## config.mk

```make
export PLATFORM = sky130hd
export DESIGN_NAME = hit_extract
export DESIGN_NICKNAME = d
export VERILOG_FILES = /design/src/rtl/hit_extract_pkg.sv /design/src/rtl/hit_lowest_enc.sv /design/src/rtl/hit_stage.sv /design/src/rtl/hit_extract.sv
export SDC_FILE = /design/constraint.sdc
export NUM_CORES = 1
export LEC_CHECK = 0
export BUFFER_PORTS_ARGS = -buffer_cell sky130_fd_sc_hd__clkbuf_2
export CORE_ASPECT_RATIO = 1.4
export CORE_MARGIN = 4
export CORE_UTILIZATION = 56
export DETAILED_ROUTE_END_ITERATION = 8
export PLACE_DENSITY = 0.73
export SYNTH_ARGS = -nofsm -noshare
export SYNTH_HDL_FRONTEND = slang
export SYNTH_SLANG_ARGS = --single-unit
```

## constraint.sdc

```tcl
create_clock -name clk -period 4.5 [get_ports clk]
set_clock_uncertainty 0.2 [all_clocks]
set_input_delay 0.9 -clock clk [delete_from_list [all_inputs] [get_ports clk]]
set_output_delay 0.9 -clock clk [all_outputs]
set_load 0.01 [all_outputs]
```

## src/rtl/hit_extract_pkg.sv

```systemverilog
package hit_extract_pkg;
  localparam int unsigned XTR_WIDTH_DEFAULT = 32;
  localparam int unsigned XTR_HITS_DEFAULT  = 4;

  function automatic int unsigned idx_width(input int unsigned w);
    return (w < 2) ? 1 : $clog2(w);
  endfunction
endpackage

```

## src/rtl/hit_lowest_enc.sv

```systemverilog
module hit_lowest_enc #(
  parameter int unsigned WIDTH = 32,
  localparam int unsigned IW   = hit_extract_pkg::idx_width(WIDTH)
) (
  input  logic [WIDTH-1:0] vec,
  output logic [IW-1:0]    pos,
  output logic             found
);
  // Scan from the top down so the lowest set bit is written last and wins.
  always_comb begin
    pos   = '0;
    found = 1'b0;
    for (int i = WIDTH - 1; i >= 0; i--) begin
      if (vec[i]) begin
        pos   = IW'(i);
        found = 1'b1;
      end
    end
  end
endmodule

```

## src/rtl/hit_stage.sv

```systemverilog
module hit_stage #(
  parameter int unsigned WIDTH = 32,
  parameter int unsigned HITS  = 4,
  parameter int unsigned SLOT  = 0,
  localparam int unsigned IW   = hit_extract_pkg::idx_width(WIDTH)
) (
  input  logic                 clk,
  input  logic                 rst_n,
  input  logic                 en,
  input  logic                 in_vld,
  input  logic [WIDTH-1:0]     in_vec,
  input  logic [HITS*IW-1:0]   in_idx,
  input  logic [HITS-1:0]      in_hit,
  output logic                 out_vld,
  output logic [WIDTH-1:0]     out_vec,
  output logic [HITS*IW-1:0]   out_idx,
  output logic [HITS-1:0]      out_hit
);
  logic [IW-1:0]      pos;
  logic               found;
  logic [WIDTH-1:0]   low_bit;
  logic [HITS*IW-1:0] nxt_idx;
  logic [HITS-1:0]    nxt_hit;

  hit_lowest_enc #(.WIDTH(WIDTH)) u_enc (
    .vec   (in_vec),
    .pos   (pos),
    .found (found)
  );

  // Isolate the lowest set bit arithmetically; it is cleared before passing on.
  assign low_bit = in_vec & (~in_vec + WIDTH'(1));

  always_comb begin
    nxt_idx = in_idx;
    nxt_hit = in_hit;
    nxt_idx[SLOT*IW +: IW] = pos;
    nxt_hit[SLOT]          = found;
  end

  always_ff @(posedge clk) begin
    if (!rst_n) begin
      out_vld <= 1'b0;
      out_vec <= '0;
      out_idx <= '0;
      out_hit <= '0;
    end else if (en) begin
      out_vld <= in_vld;
      out_vec <= in_vec & ~low_bit;
      out_idx <= nxt_idx;
      out_hit <= nxt_hit;
    end
  end

  // this slot's valid bit records whether anything remained to find.
  assert_slot_hit_R2: assert property (@(posedge clk) disable iff (!rst_n)
    en |=> (out_hit[SLOT] == ($past(in_vec) != '0)));

  // the bit reported by this slot is no longer present downstream.
  assert_slot_cleared_R1: assert property (@(posedge clk) disable iff (!rst_n)
    out_hit[SLOT] |-> !out_vec[out_idx[SLOT*IW +: IW]]);

  // exactly one bit is removed per stage when a hit is found.
  assert_one_removed_R1: assert property (@(posedge clk) disable iff (!rst_n)
    (en && in_vec != '0) |=> ($countones(out_vec) + 1 == $countones($past(in_vec))));
endmodule

```

## src/rtl/hit_extract.sv

```systemverilog
module hit_extract #(
  parameter int unsigned WIDTH = hit_extract_pkg::XTR_WIDTH_DEFAULT,
  parameter int unsigned HITS  = hit_extract_pkg::XTR_HITS_DEFAULT,
  localparam int unsigned IW   = hit_extract_pkg::idx_width(WIDTH)
) (
  input  logic               clk,
  input  logic               rst_n,
  input  logic               in_valid,
  output logic               in_ready,
  input  logic [WIDTH-1:0]   in_vec,
  output logic               out_valid,
  input  logic               out_ready,
  output logic [HITS*IW-1:0] out_idx,
  output logic [HITS-1:0]    out_hit,
  output logic               out_overflow
);
  logic               s_vld [HITS+1];
  logic [WIDTH-1:0]   s_vec [HITS+1];
  logic [HITS*IW-1:0] s_idx [HITS+1];
  logic [HITS-1:0]    s_hit [HITS+1];
  logic               adv;

  // Global advance: the last register is empty or is being drained.
  assign adv      = out_ready || !s_vld[HITS];
  assign in_ready = adv;

  assign s_vld[0] = in_valid;
  assign s_vec[0] = in_vec;
  assign s_idx[0] = '0;
  assign s_hit[0] = '0;

  for (genvar g = 0; g < HITS; g++) begin : g_stage
    hit_stage #(.WIDTH(WIDTH), .HITS(HITS), .SLOT(g)) u_stage (
      .clk     (clk),
      .rst_n   (rst_n),
      .en      (adv),
      .in_vld  (s_vld[g]),
      .in_vec  (s_vec[g]),
      .in_idx  (s_idx[g]),
      .in_hit  (s_hit[g]),
      .out_vld (s_vld[g+1]),
      .out_vec (s_vec[g+1]),
      .out_idx (s_idx[g+1]),
      .out_hit (s_hit[g+1])
    );
  end

  assign out_valid    = s_vld[HITS];
  assign out_idx      = s_idx[HITS];
  assign out_hit      = s_hit[HITS];
  assign out_overflow = s_vld[HITS] && (s_vec[HITS] != '0);

  // a stalled result is held and the source is refused.
  assert_stall_hold_R6: assert property (@(posedge clk) disable iff (!rst_n)
    (out_valid && !out_ready) |=> (out_valid && $stable(out_idx) && $stable(out_hit)
                                   && $stable(out_overflow)));

  assert_stall_refuse_R6: assert property (@(posedge clk) disable iff (!rst_n)
    (out_valid && !out_ready) |-> !in_ready);

  // overflow only when every slot is occupied.
  assert_no_overflow_R3: assert property (@(posedge clk) disable iff (!rst_n)
    out_overflow |-> (out_valid && (&out_hit)));

  for (genvar k = 0; k < HITS; k++) begin : g_chk
    // an empty slot carries index zero.
    assert_empty_zero_R2: assert property (@(posedge clk) disable iff (!rst_n)
      (out_valid && !out_hit[k]) |-> (out_idx[k*IW +: IW] == '0));
    if (k > 0) begin : g_ord
      // slots fill in order, with strictly ascending positions.
      assert_ascending_R1: assert property (@(posedge clk) disable iff (!rst_n)
        (out_valid && out_hit[k]) |->
          (out_hit[k-1] && (out_idx[(k-1)*IW +: IW] < out_idx[k*IW +: IW])));
    end
  end
endmodule

```

==> impl.org, run 1 <==
** CTS
- The number of hold buffers added after CTS was 0.
- Buffers added to address setup during post-CTS repair amount to 0.
- CTS saw 182 sinks.
- TritonCTS built the clock tree.
- After clock tree synthesis, the clock-pin slew on the worst setup and hold paths is 0.07 ns.
- The clock reaches the later pin of the worst-skew pair after 0.44 ns.
- Cts bufs inserted :: 17
- In this run the deepest clock path goes through 2 buffers.
- Gates resized during post-CTS repair numbered 0.
- H-Tree Level Count :: 4
- CTS placed an instance of clkbuf_16 at the clock tree root.

** Logic synthesis
- Sequential share of the synthesized area :: 43.2%
- Synth Cell Area :: 0.00844 mm²
- Share of the synthesized area in the top cell type :: 43.2%
- Dominant register cell in the synthesized netlist :: dfxtp_1
- The cell count after synthesis came out at 1039.
- Post-synth EDFFs :: 0
- The number of nets in the synthesized netlist is 1075.
- Synth area leader :: dfxtp_1
- Largest cells by area after synthesis :: dfxtp_1, nand2_1, a21boi_0
- Of all flip-flops after synthesis, the portion carrying an async set or reset was 0%.
- Averaged over all synthesized cells, the footprint is 8.12 µm².
- Synth Register Bits :: 182
- For this run, the number of Yosys warnings is 0.
- The synthesized netlist contains 61 unique library cells.

** Detailed routing
- Residual antenna-violating net count after detailed routing :: 0
- DRT Wirelength :: 21300 µm
- Detailed-router iteration count before antenna repair :: 5
- Via-to-Cell Ratio :: 6.14
- DR DRC count :: 0
- In the final routed layout, each cell accounts on average for 16.7 µm.
- First-iteration detailed-routing DRC count :: 476
- Via Count :: 7821

** Critical path
- STA puts the critical path data arrival time at 1.80 ns.
- The worst setup path is launched from an input port.
- Largest fanout on the critical path :: 26
- At the worst endpoint, the required time is 3.40 ns.
- Kind of critical path :: in -> out
- Category of the worst setup path capture point :: primary output

** Pwr
- Highest ir drop seen on vdd :: 0.000220 V
- Leak :: 3.42 nW
- Total power per unit cell area :: 381 mW/mm²

** Floorplanning
- Chip Width :: 112 µm
- Initial core utilization :: 57.6%
- Pin placement for this block handled 63 I/O pins.
- Area of the core :: 0.0146 mm²
- Num rows :: 52
- The die is 153 µm tall.
- The floorplan step defined a die boundary enclosing 0.0171 mm².

** GRT
- The via count of the first global-routing pass is 7471.
- Global routing used 25.2% of the available tracks.
- For this run the aggregate overflow at the end of global routing stands at 0.
- Number of antenna violations at the first check in global routing :: 0
- Wire length of the first global-routing pass :: 35900 µm
- Maximum number of pins on one net before global-route repair :: 71

** Layout
- Of the cells placed in the final design, the portion with a size suffix greater than 1 is 11.9%.
- Leaving out fill and tap cells, the most frequent cell in the layout is nand2_1.
- The final layout contains 1108 nets.
- Compared with the post-synthesis result, the final layout area differs by 11.8%.
- Commonest cells after routing, fill and taps aside :: nand2_1, dfxtp_1, a21boi_0, nor2_1, clkbuf_2
- Antenna fix cells :: 0
- Share of the core filled with cells :: 64.4%

** STA
- Worst rel slew slack :: 47.3%
- Final setup violating endpoints :: 0
- For this run, the top clock speed supported by timing is 345 MHz.
- Setup repair after global routing left no endpoint under its margin.
- Worst-Margin Slew :: 0.783 ns
- Number of max-slew violations in the final report :: 0
- Sum of negative setup slack :: 0 ns
- The number of hold violations in the final report was 0.
- Final worst path period share :: 64.4%
- The worst path needs 2.90 ns of the cycle, external delays included.

** Job
- Count of maximum capacitance violations :: 0

** Placement
- Summed over all nets, the half-perimeter wirelength after detailed placement is 15000 µm.
- Global placer's final weighted congestion :: 0.861
- Input and output buffers added on the ports amount to 62.

** Min path
- Worst min-delay path class :: reg -> reg

** Outcome
- The flow ran to the end, and the final reports show no timing, DRC or antenna violations.
[final cells by class]
class                   count  area (µm²)
multi-input cells         774        4490
well taps                 189         236
clock inverters            14         129
clock buffers              18         439
flip-flops and latches    182        3640
repair buffers             74         400
inverters                  23        87.6
fillers                  1384        5210
[report_power, final]
part / internal, mW / switching, mW
clock: 0.748 / 0.692
combinational: 0.163 / 0.228
sequential: 1.68 / 0.0815
[state kept, by name, summed over array words and instances (netlist names)]
signal	count
g_stage.u_stage.out_vec	118
g_stage.u_stage.out_idx	50
g_stage.u_stage.out_hit	10
g_stage.u_stage.out_vld	4
[synthesized netlist by cell type (3+ instances only)]
cell type	count
nand2b_1	6
nor2b_1	6
nand3_1	45
a21oi_1	38
a31oi_1	6
o21ai_0	50
nor3_1	25
a21boi_0	78
a22o_1	3
nor4_1	33
nor2_1	66
a41oi_1	4
nand3b_1	4
o31ai_1	9
a221oi_1	3
or3_1	12
or2_2	6
or4_1	19
nand4_1	7
nand2_1	209
o2111ai_1	3
and2_1	5
o211ai_1	31
clkbuf_1	57
a2111oi_0	3
a32o_1	36
o21a_1	5
inv_1	21
o311ai_0	18
dfxtp_1	182
a31o_2	3
o21bai_1	3
and3_1	7
[worst paths after layout]
check	end	cells after the start	from	slack, ns
worst max register to register	g_stage[1].u_stage.out_vec[23]$_SDFFE_PN0P_	5	g_stage[0].u_stage.out_vec[8]$_SDFFE_PN0P_	1.99
worst max-delay path	in_ready	4	out_ready	1.60
worst min-delay path	g_stage[3].u_stage.out_vec[23]$_SDFFE_PN0P_	2	g_stage[3].u_stage.out_vec[23]$_SDFFE_PN0P_	0.24
worst min register to register	g_stage[3].u_stage.out_vec[23]$_SDFFE_PN0P_	2	g_stage[3].u_stage.out_vec[23]$_SDFFE_PN0P_	0.24
[critical path, cell delays in order]
cell and delay, ns:
clkbuf_2 0.10, nor2b_4 0.14, clkinv_2 0.38, clkbuf_2 0.27
[kinds of logic after synthesis]
group	after synthesis	synth area share [%]
simple gates	465	26.3
compound gates	309	26.7
flops	182	43.2
buf+inv	83	3.80
[stage by stage]
step / hold slack [ns] / instance area (µm²) / setup WS [ns] / power [mW] / std cells
CTS: 0.243 / 9430 / 1.61 / 3.62 / 1274
floorplan: 0.216 / 8440 / 1.53 / 2.04 / 1039
global placement: 0.226 / 8860 / 1.30 / 2.18 / 1242
finish: 0.242 / 9430 / 1.60 / 3.59 / 1274
global route: 0.259 / 9430 / 1.56 / 3.76 / 1274
detailed placement: 0.232 / 8860 / 1.29 / 2.19 / 1242
[metal layers]
layer,GRT usage (%),share of wire (%)
met1,30.0,42
met2,43.5,50
met3,4.27,3.7
met4,12.9,4.4
met5,0,0
Power figures use the tool's default switching activity.
==> inputs of run 2 (changes only) <==
ABC_AREA = 1   (was not set)
clock period = 2.68 ns   (was 4.5 ns; I/O delays follow)
==> run 2 against run 1 <==
Power up 73%. Worst setup slack got worse by 1.4 ns. Largest power group unchanged. First-iteration DRC count is 4.0% higher. Routed wire length down 9.4%. Core utilization increased by 1.1 points. Critical path depth up 20. Worst hold slack lost 0.084 ns. Global-route usage decreased by 2.7 points. Synthesized cell count grew 23%. Clock power grew 60%. Synthesized area rose by 1.4%. Critical endpoint is now g_stage[2].u_stage.out_vec[31]$_SDFFE_PN0P_. Sequential share of layout area shrank 1.5 points.
==> impl.org, run 2 <==
** Outcome
- Status :: finished clean

** Layout
- More flip-flops sit in one register than any other, and that register is g_stage.u_stage.out_vec.
- Commonest cells after routing, fill and taps aside :: nor2_1, nand2_1, dfxtp_1, inv_1, o21ai_0
- Top Registers :: g_stage.u_stage.out_vec (118), g_stage.u_stage.out_idx (50), g_stage.u_stage.out_hit (10)
- Commonest non-fill, non-tap cell in the layout :: nor2_1
- Cells with a size suffix above 1 make up 13.4% of the layout.
- Footprint of the flip-flops and latches :: 0.00365 mm²
- For this run, the share of the core covered by cells in the final layout is 65.5%.
- Area of combinational cells with multiple inputs :: 0.00407 mm²
- Relative area change from synthesis to final layout :: 14.8%
- 0 antenna diodes ended up in the layout.
- At the end of the flow, the number of nets in the layout was 1371.
- Number of filler instances in the final layout :: 1451
- The register with the most flip-flops in the layout has 118 of them.

** Detailed routing
- Detailed-router iteration count before antenna repair :: 5
- After detailed routing, the average wire length per cell comes to 12.6 µm.
- Wires add up to 19300 µm.
- Via-to-Cell Ratio :: 5.16
- The routed layout has 7945 vias.
- First-iteration detailed-routing DRC count :: 495
- DR DRC count :: 0
- The count of nets left with antenna violations once routing finished came out at 0.

** Logic synthesis
- Of the post-synthesis cell area, the dominant cell type holds 42.6%.
- After synthesis, the mean cell area works out to 6.71 µm².
- Gate Count Post-Synth :: 1276
- Synthesized net count :: 1312
- Yosys instantiated no cell more often than nor2_1.
- Synth Cell Area :: 0.00856 mm²
- Sequential share of the synthesized area :: 42.6%
- Synthesis inferred 182 register bits.
- Post-synth ARST share :: 0%
- Yosys warning total :: 0
- Dominant register cell in the synthesized netlist :: dfxtp_1
- Yosys mapped a number of flops with a built-in enable equal to 0.
- Synth area leader :: dfxtp_1
- Sorting the synthesized cells by area gives the leading types as dfxtp_1, nor2_1, o21ai_0.
- Number of library cell types mapped by synthesis :: 31
- Ranked by instance count, the synthesized netlist is headed by nor2_1, nand2_1, dfxtp_1.

** CTS
- Clock sinks :: 182
- Clock latency at the later pin of the worst-skew pair :: 0.43 ns
- In this run the clock root is driven by a clkbuf_16.
- TritonCTS clock tree :: done
- Cts bufs inserted :: 17
- Worst-case clock buffer depth :: 2
- H-Tree Level Count :: 4
- Clock-pin slew was measured on the worst setup and hold paths at 0.07 ns.

** GRT
- Global routing used 22.5% of the available tracks.
- Wire length of the first global-routing pass :: 32800 µm
- The initial antenna violation count is 0.
- Maximum number of pins on one net before global-route repair :: 166
- Number of global-route vias before repair :: 7462
- Leftover overflow at the end of global routing :: 0

** STA
- The worst path uses 94.2% of the clock period.
- Static timing analysis puts the maximum clock frequency at 396 MHz.
- Number of max-slew violations in the final report :: 0
- The worst path meets setup with 0.155 ns of slack.
- Number of hold violations in the final report :: 0
- Unrepaired setup endpoints after global routing :: true
- The worst path needs 2.53 ns of the cycle, external delays included.
- Final setup violating endpoints :: 0
- Across all hold checks on the routed design, the worst slack comes to 0.158 ns.
- In this run the tightest slew margin relative to its limit is 54.8%.
- Worst-Margin Slew :: 0.678 ns

** Floorplanning
- Chip Width :: 112 µm
- Num rows :: 53
- Once the floorplan was initialized, standard cells occupied 57.1% of the core.
- Die footprint :: 0.0173 mm²
- I/O pin count :: 63
- After floorplanning, the core was sized to cover 0.0150 mm².
- In this run the vertical extent of the chip is 154 µm.

** Critical path
- Largest fanout on the critical path :: 3
- Series of cell instances along the critical path :: nor2_2 -> inv_2 -> nor3_2 -> inv_2 -> nor2_4 -> inv_2 -> nor2_2 -> inv_2 -> nor2_2 -> inv_2 -> nor2_2 -> inv_2 -> nor2_4 -> nand2_2 -> nor2_2 -> inv_2 -> nor2_2 -> inv_2 -> nor3_2 -> inv_2 -> nor3_4 -> nand4_2 -> nand3_2 -> a21oi_2
- Cell occurring most often along the worst timing path :: inv_2
- Category of the worst setup path capture point :: register
- Kind of critical path :: reg -> reg
- Critical path's slowest cell :: dfxtp_2
- Endpoint arrival time on the critical path :: 2.63 ns
- Startpoint kind of the worst setup timing path :: register
- Required time of the critical path :: 2.79 ns
- On the worst path, the slowest cell contributes a delay of 0.32 ns.

** Pwr
- Across the VDD grid, the largest voltage drop is 0.000382 V.
- Total power per unit cell area :: 632 mW/mm²
- In this run the static leakage power is 4.44 nW.

** Placement
- At the placement stage, the worst setup path has a slack of -0.195 ns.
- Detailed placement finished with a half-perimeter wire length of 13000 µm.
- At the end of routability-driven placement, the weighted congestion stood at 0.847.
- Input and output buffers added on the ports amount to 62.

** Job
- The tool flagged a number of max-cap violations equal to 0.

** Min path
- The worst hold path belongs to the class in -> reg.
[run 2: power by group]
| part | switching (mW) | internal [mW] |
|---|---|---|
| clock | 1.09 | 1.21 |
| combinational | 0.590 | 0.341 |
| sequential | 0.117 | 2.86 |
[run 2: repair_timing]
action | CTS | global route
gates resized for setup | 0 | 19
setup buffers | 0 | 3
setup endpoints to repair | 0 | 19
hold buffers | 0 | 0
endpoints found under the hold margin | 0 | 0
[run 2: worst paths after layout]
| kind | start | endpoint | slack [ns] | depth (start not counted) |
|---|---|---|---|---|
| worst max-delay path | g_stage[1].u_stage.out_vec[2]$_SDFFE_PN0P_ | g_stage[2].u_stage.out_vec[31]$_SDFFE_PN0P_ | 0.15 | 24 |
| worst min-delay path | in_valid | g_stage[0].u_stage.out_vld$_SDFFE_PN0P_ | 0.16 | 3 |
| worst max register to register | g_stage[1].u_stage.out_vec[2]$_SDFFE_PN0P_ | g_stage[2].u_stage.out_vec[31]$_SDFFE_PN0P_ | 0.15 | 24 |
| worst min register to register | g_stage[2].u_stage.out_idx[10]$_SDFFE_PN0P_ | g_stage[2].u_stage.out_idx[10]$_SDFFE_PN0P_ | 0.26 | 2 |
[run 2: cell families after synthesis]
kind of cell	share of synthesized area, %
and+or+nand+nor	23.5
AOI/OAI and AO/OA	23.4
buffers and inverters	10.5
DFF	42.6
[run 2: critical path: cells and delay by family, from the launching register on]
kind	cells	cell delay, ns
compound gates	1	0.05
simple gates	14	1.33
flops	1	0.32
buf+inv	9	0.52
[run 2: area by class of cell]
cell class                 instances  share of cell area, %
multi-input combinational        856                   41.4
sequential                       182                   37.1
inverter                         178                   6.83
timing repair buffer             100                   6.57
clock buffer                      18                   4.37
tap                              192                   2.45
clock inverter                    14                   1.21
[run 2: per-layer routing]
| layer | up-vias | wire (µm) | global-route usage, % |
|---|---|---|---|
| met3 | 26 | 542 | 3.25 |
| met1 | 3525 | 8670 | 27.7 |
| li1 | 4278 | - | - |
| met4 | 0 | 431 | 8.08 |
| met2 | 116 | 9680 | 40.1 |
| met5 | - | 0 | 0 |
[run 2: stage by stage]
| step | instances | TNS [ns] | total power [mW] | cell area, µm² |
|---|---|---|---|---|
| global placement | 1505 | -0.454 | 3.94 | 9200 |
| CTS | 1537 | 0 | 6.25 | 9750 |
| finish | 1540 | 0 | 6.21 | 9820 |
| global route | 1540 | -0.302 | 6.53 | 9820 |
| floorplan | 1276 | 0 | 3.67 | 8560 |
| detailed placement | 1505 | -1.30 | 3.95 | 9200 |
==> inputs of run 3 (changes only) <==
CORE_UTILIZATION = 60   (was 56)
PLACE_DENSITY = 0.77   (was 0.73)
==> run 3 against run 2 <==
Cell count is 0.19% lower. Critical path depth stayed put. Power is 0.49% higher. Combinational power is 0.6% higher.
==> impl.org, run 3 (synthesis gave the netlist of run 2 again) <==
** Pwr
- Switching Share :: 28.8%
- Internal power comes to 4.44 mW.
- Combinational power share :: 15.0%
- Final Total Pwr :: 6.24 mW
- In this run the static leakage power is 4.45 nW.
- Net Sw Power :: 1.80 mW
- Clock group share of total power :: 37.3%
- Highest ir drop seen on vdd :: 0.000411 V
- Sequential cells account for 47.7% of the total power.
- Power spread over the standard cell area amounts to 633 mW/mm².

** Layout
- Share of layout cells above drive strength 1 :: 14.0%
- Final net count :: 1375
- The area growth from synthesis to layout is 15.3%.
- The finished cells cover 0.00986 mm².
- Top Registers :: g_stage.u_stage.out_vec (118), g_stage.u_stage.out_idx (50), g_stage.u_stage.out_hit (10)
- 0 antenna diodes ended up in the layout.
- Number of filler instances in the final layout :: 1271
- Commonest cells after routing, fill and taps aside :: nor2_1, nand2_1, dfxtp_1, inv_1, o21ai_0
- The register with the most flip-flops in the layout has 118 of them.
- The library cell used most frequently in the layout, excluding fill and tap cells, is nor2_1.
- g_stage.u_stage.out_vec holds more flip-flops than any other register.

** Detailed routing
- Residual antenna-violating net count after detailed routing :: 0
- DR WL/cell :: 12.4 µm
- DR DRC count :: 0
- Detailed routing inserted a total of 8056 vias.
- DRT Wirelength :: 19000 µm
- Using the TritonRoute via totals, the vias-per-cell ratio works out to 5.24.
- For this run, the detailed router's first-pass iteration total came to 5.
- In this run, the number of DRC markers left after iteration 0 of detailed routing was 484.

** Floorplanning
- From bottom edge to top edge, the die measures 149 µm.
- The floorplan has 51 rows.
- Area of the core :: 0.0140 mm²
- For this design the top-level I/O count stands at 63.
- The floorplan step set the die width to 109 µm.
- Initial core utilization :: 61.2%
- The floorplan step defined a die boundary enclosing 0.0163 mm².

** Placement
- Detailed placement ended at an HPWL of 12900 µm.
- In this run the cell area measured after placement is 0.00919 mm².
- Global placer's final weighted congestion :: 0.865
- Port buffer count :: 62

** STA
- Setup repair after global routing could not meet its margin everywhere.
- Number of hold violations in the final report :: 0
- Worst rel slew slack :: 66.1%
- Final setup violating endpoints :: 0
- Maximum clock rate :: 396 MHz
- At the pin with the least slew margin, the transition time is 0.508 ns.
- Number of max-slew violations in the final report :: 0
- The routed design could run at a clock period as short as 2.53 ns.
- Final worst path period share :: 94.3%

** Critical path
- Along the worst path, the maximum fanout reaches 3.
- Endpoint arrival time on the critical path :: 2.64 ns
- STA classifies the critical path endpoint as a register.
- The critical path is of the reg -> reg type.
- Data on the critical path is required at its endpoint by 2.80 ns.
- Startpoint kind of the worst setup timing path :: register

** Outcome
- The flow ran to the end, and the final reports show no timing, DRC or antenna violations.

** CTS
- For the worst-skew pair, the clock arrives at the later sink with an insertion delay of 0.43 ns.
- TritonCTS clock tree :: done
- No sink is reached through more buffers than the 2 on the longest clock path.
- CTS placed an instance of clkbuf_16 at the clock tree root.
- Buffers inserted to repair hold after CTS numbered 0.
- The H-tree was split into 4 levels.
- After clock tree synthesis, the clock-pin slew on the worst setup and hold paths is 0.07 ns.
- Cts bufs inserted :: 17
- CTS saw 182 sinks.

** GRT
- GRT Total Usage :: 24.1%
- For this run the aggregate overflow at the end of global routing stands at 0.
- Entering global routing, the biggest net connects 108 pins.
- Number of global-route vias before repair :: 7377
- The initial antenna violation count is 0.
- Wire length of the first global-routing pass :: 32000 µm

** Job
- Across the run, the number of max-cap violations was 0.

** Min path
- The worst hold path belongs to the class in -> reg.
==> run 3: final timing paths <==
check	startpoint	endpoint	slack, ns	cells past startpoint
setup reg to reg	g_stage[1].u_stage.out_vec[2]$_SDFFE_PN0P_	g_stage[2].u_stage.out_vec[31]$_SDFFE_PN0P_	0.15	24
hold / removal	in_valid	g_stage[0].u_stage.out_vld$_SDFFE_PN0P_	0.16	3
hold reg to reg	g_stage[0].u_stage.out_idx[1]$_SDFFE_PN0P_	g_stage[0].u_stage.out_idx[1]$_SDFFE_PN0P_	0.26	2
setup / recovery	g_stage[1].u_stage.out_vec[2]$_SDFFE_PN0P_	g_stage[2].u_stage.out_vec[31]$_SDFFE_PN0P_	0.15	24
==> run 3: metal layers <==
layer,global-route usage (%),share of wire [%],vias up
li1,-,-,4285
met1,29.6,44,3571
met2,42.1,50,171
met3,4.29,4.0,29
met4,8.40,1.9,0
met5,0,0,-
==> run 3: layout make-up <==
cell class,count,area (µm²),area share [%]
well taps,185,231,2.35
clock inverters,13,109,1.10
clock buffers,19,443,4.49
flip-flops and latches,182,3650,37.0
repair buffers,104,663,6.73
multi-input cells,856,4100,41.5
inverters,178,671,6.80
==> run 3: critical path, stage by stage (launching register included) <==
cell	delay, ns
dfxtp_2	0.33
nor2_2	0.10
inv_2	0.06
nor3_4	0.11
inv_2	0.07
nor2_4	0.09
inv_2	0.05
nor2_2	0.08
inv_2	0.05
nor2_2	0.08
inv_2	0.05
nor2_2	0.08
inv_2	0.06
nor2_4	0.09
nand2_2	0.06
nor2_2	0.09
inv_2	0.04
nor2_2	0.08
inv_2	0.06
nor3_4	0.12
inv_2	0.08
nor3_4	0.14
nand4_2	0.10
nand3_2	0.08
a21oi_2	0.05
==> run 3: through the flow <==
stage	cells	utilization (%)	worst slack, ns	hold slack, ns	TNS, ns
floorplan	1276	-	0.140	0.241	0
global placement	1499	65.7	-0.124	0.251	-0.525
detailed placement	1499	65.7	-0.147	0.252	-0.706
CTS	1531	69.7	0.0820	0.148	0
global route	1537	70.6	-0.0911	0.170	-0.552
finish	1537	70.6	0.152	0.159	0
==> run 3: power groups by stage <==
stage | Sequential [mW] | Clock (mW) | Combinational [mW]
2_1_floorplan | 3.02 | 0 | 0.645
4_1_cts | 2.97 | 2.36 | 0.926
3_3_place_gp | 3.03 | 0 | 0.902
5_1_grt | 3.00 | 2.47 | 1.08
6_report | 2.98 | 2.32 | 0.937
3_5_place_dp | 3.03 | 0 | 0.916
==> run 3: what timing repair did <==
action,CTS,global route
resized for setup,0,28
setup buffers,0,6
endpoints found under the setup margin,0,34
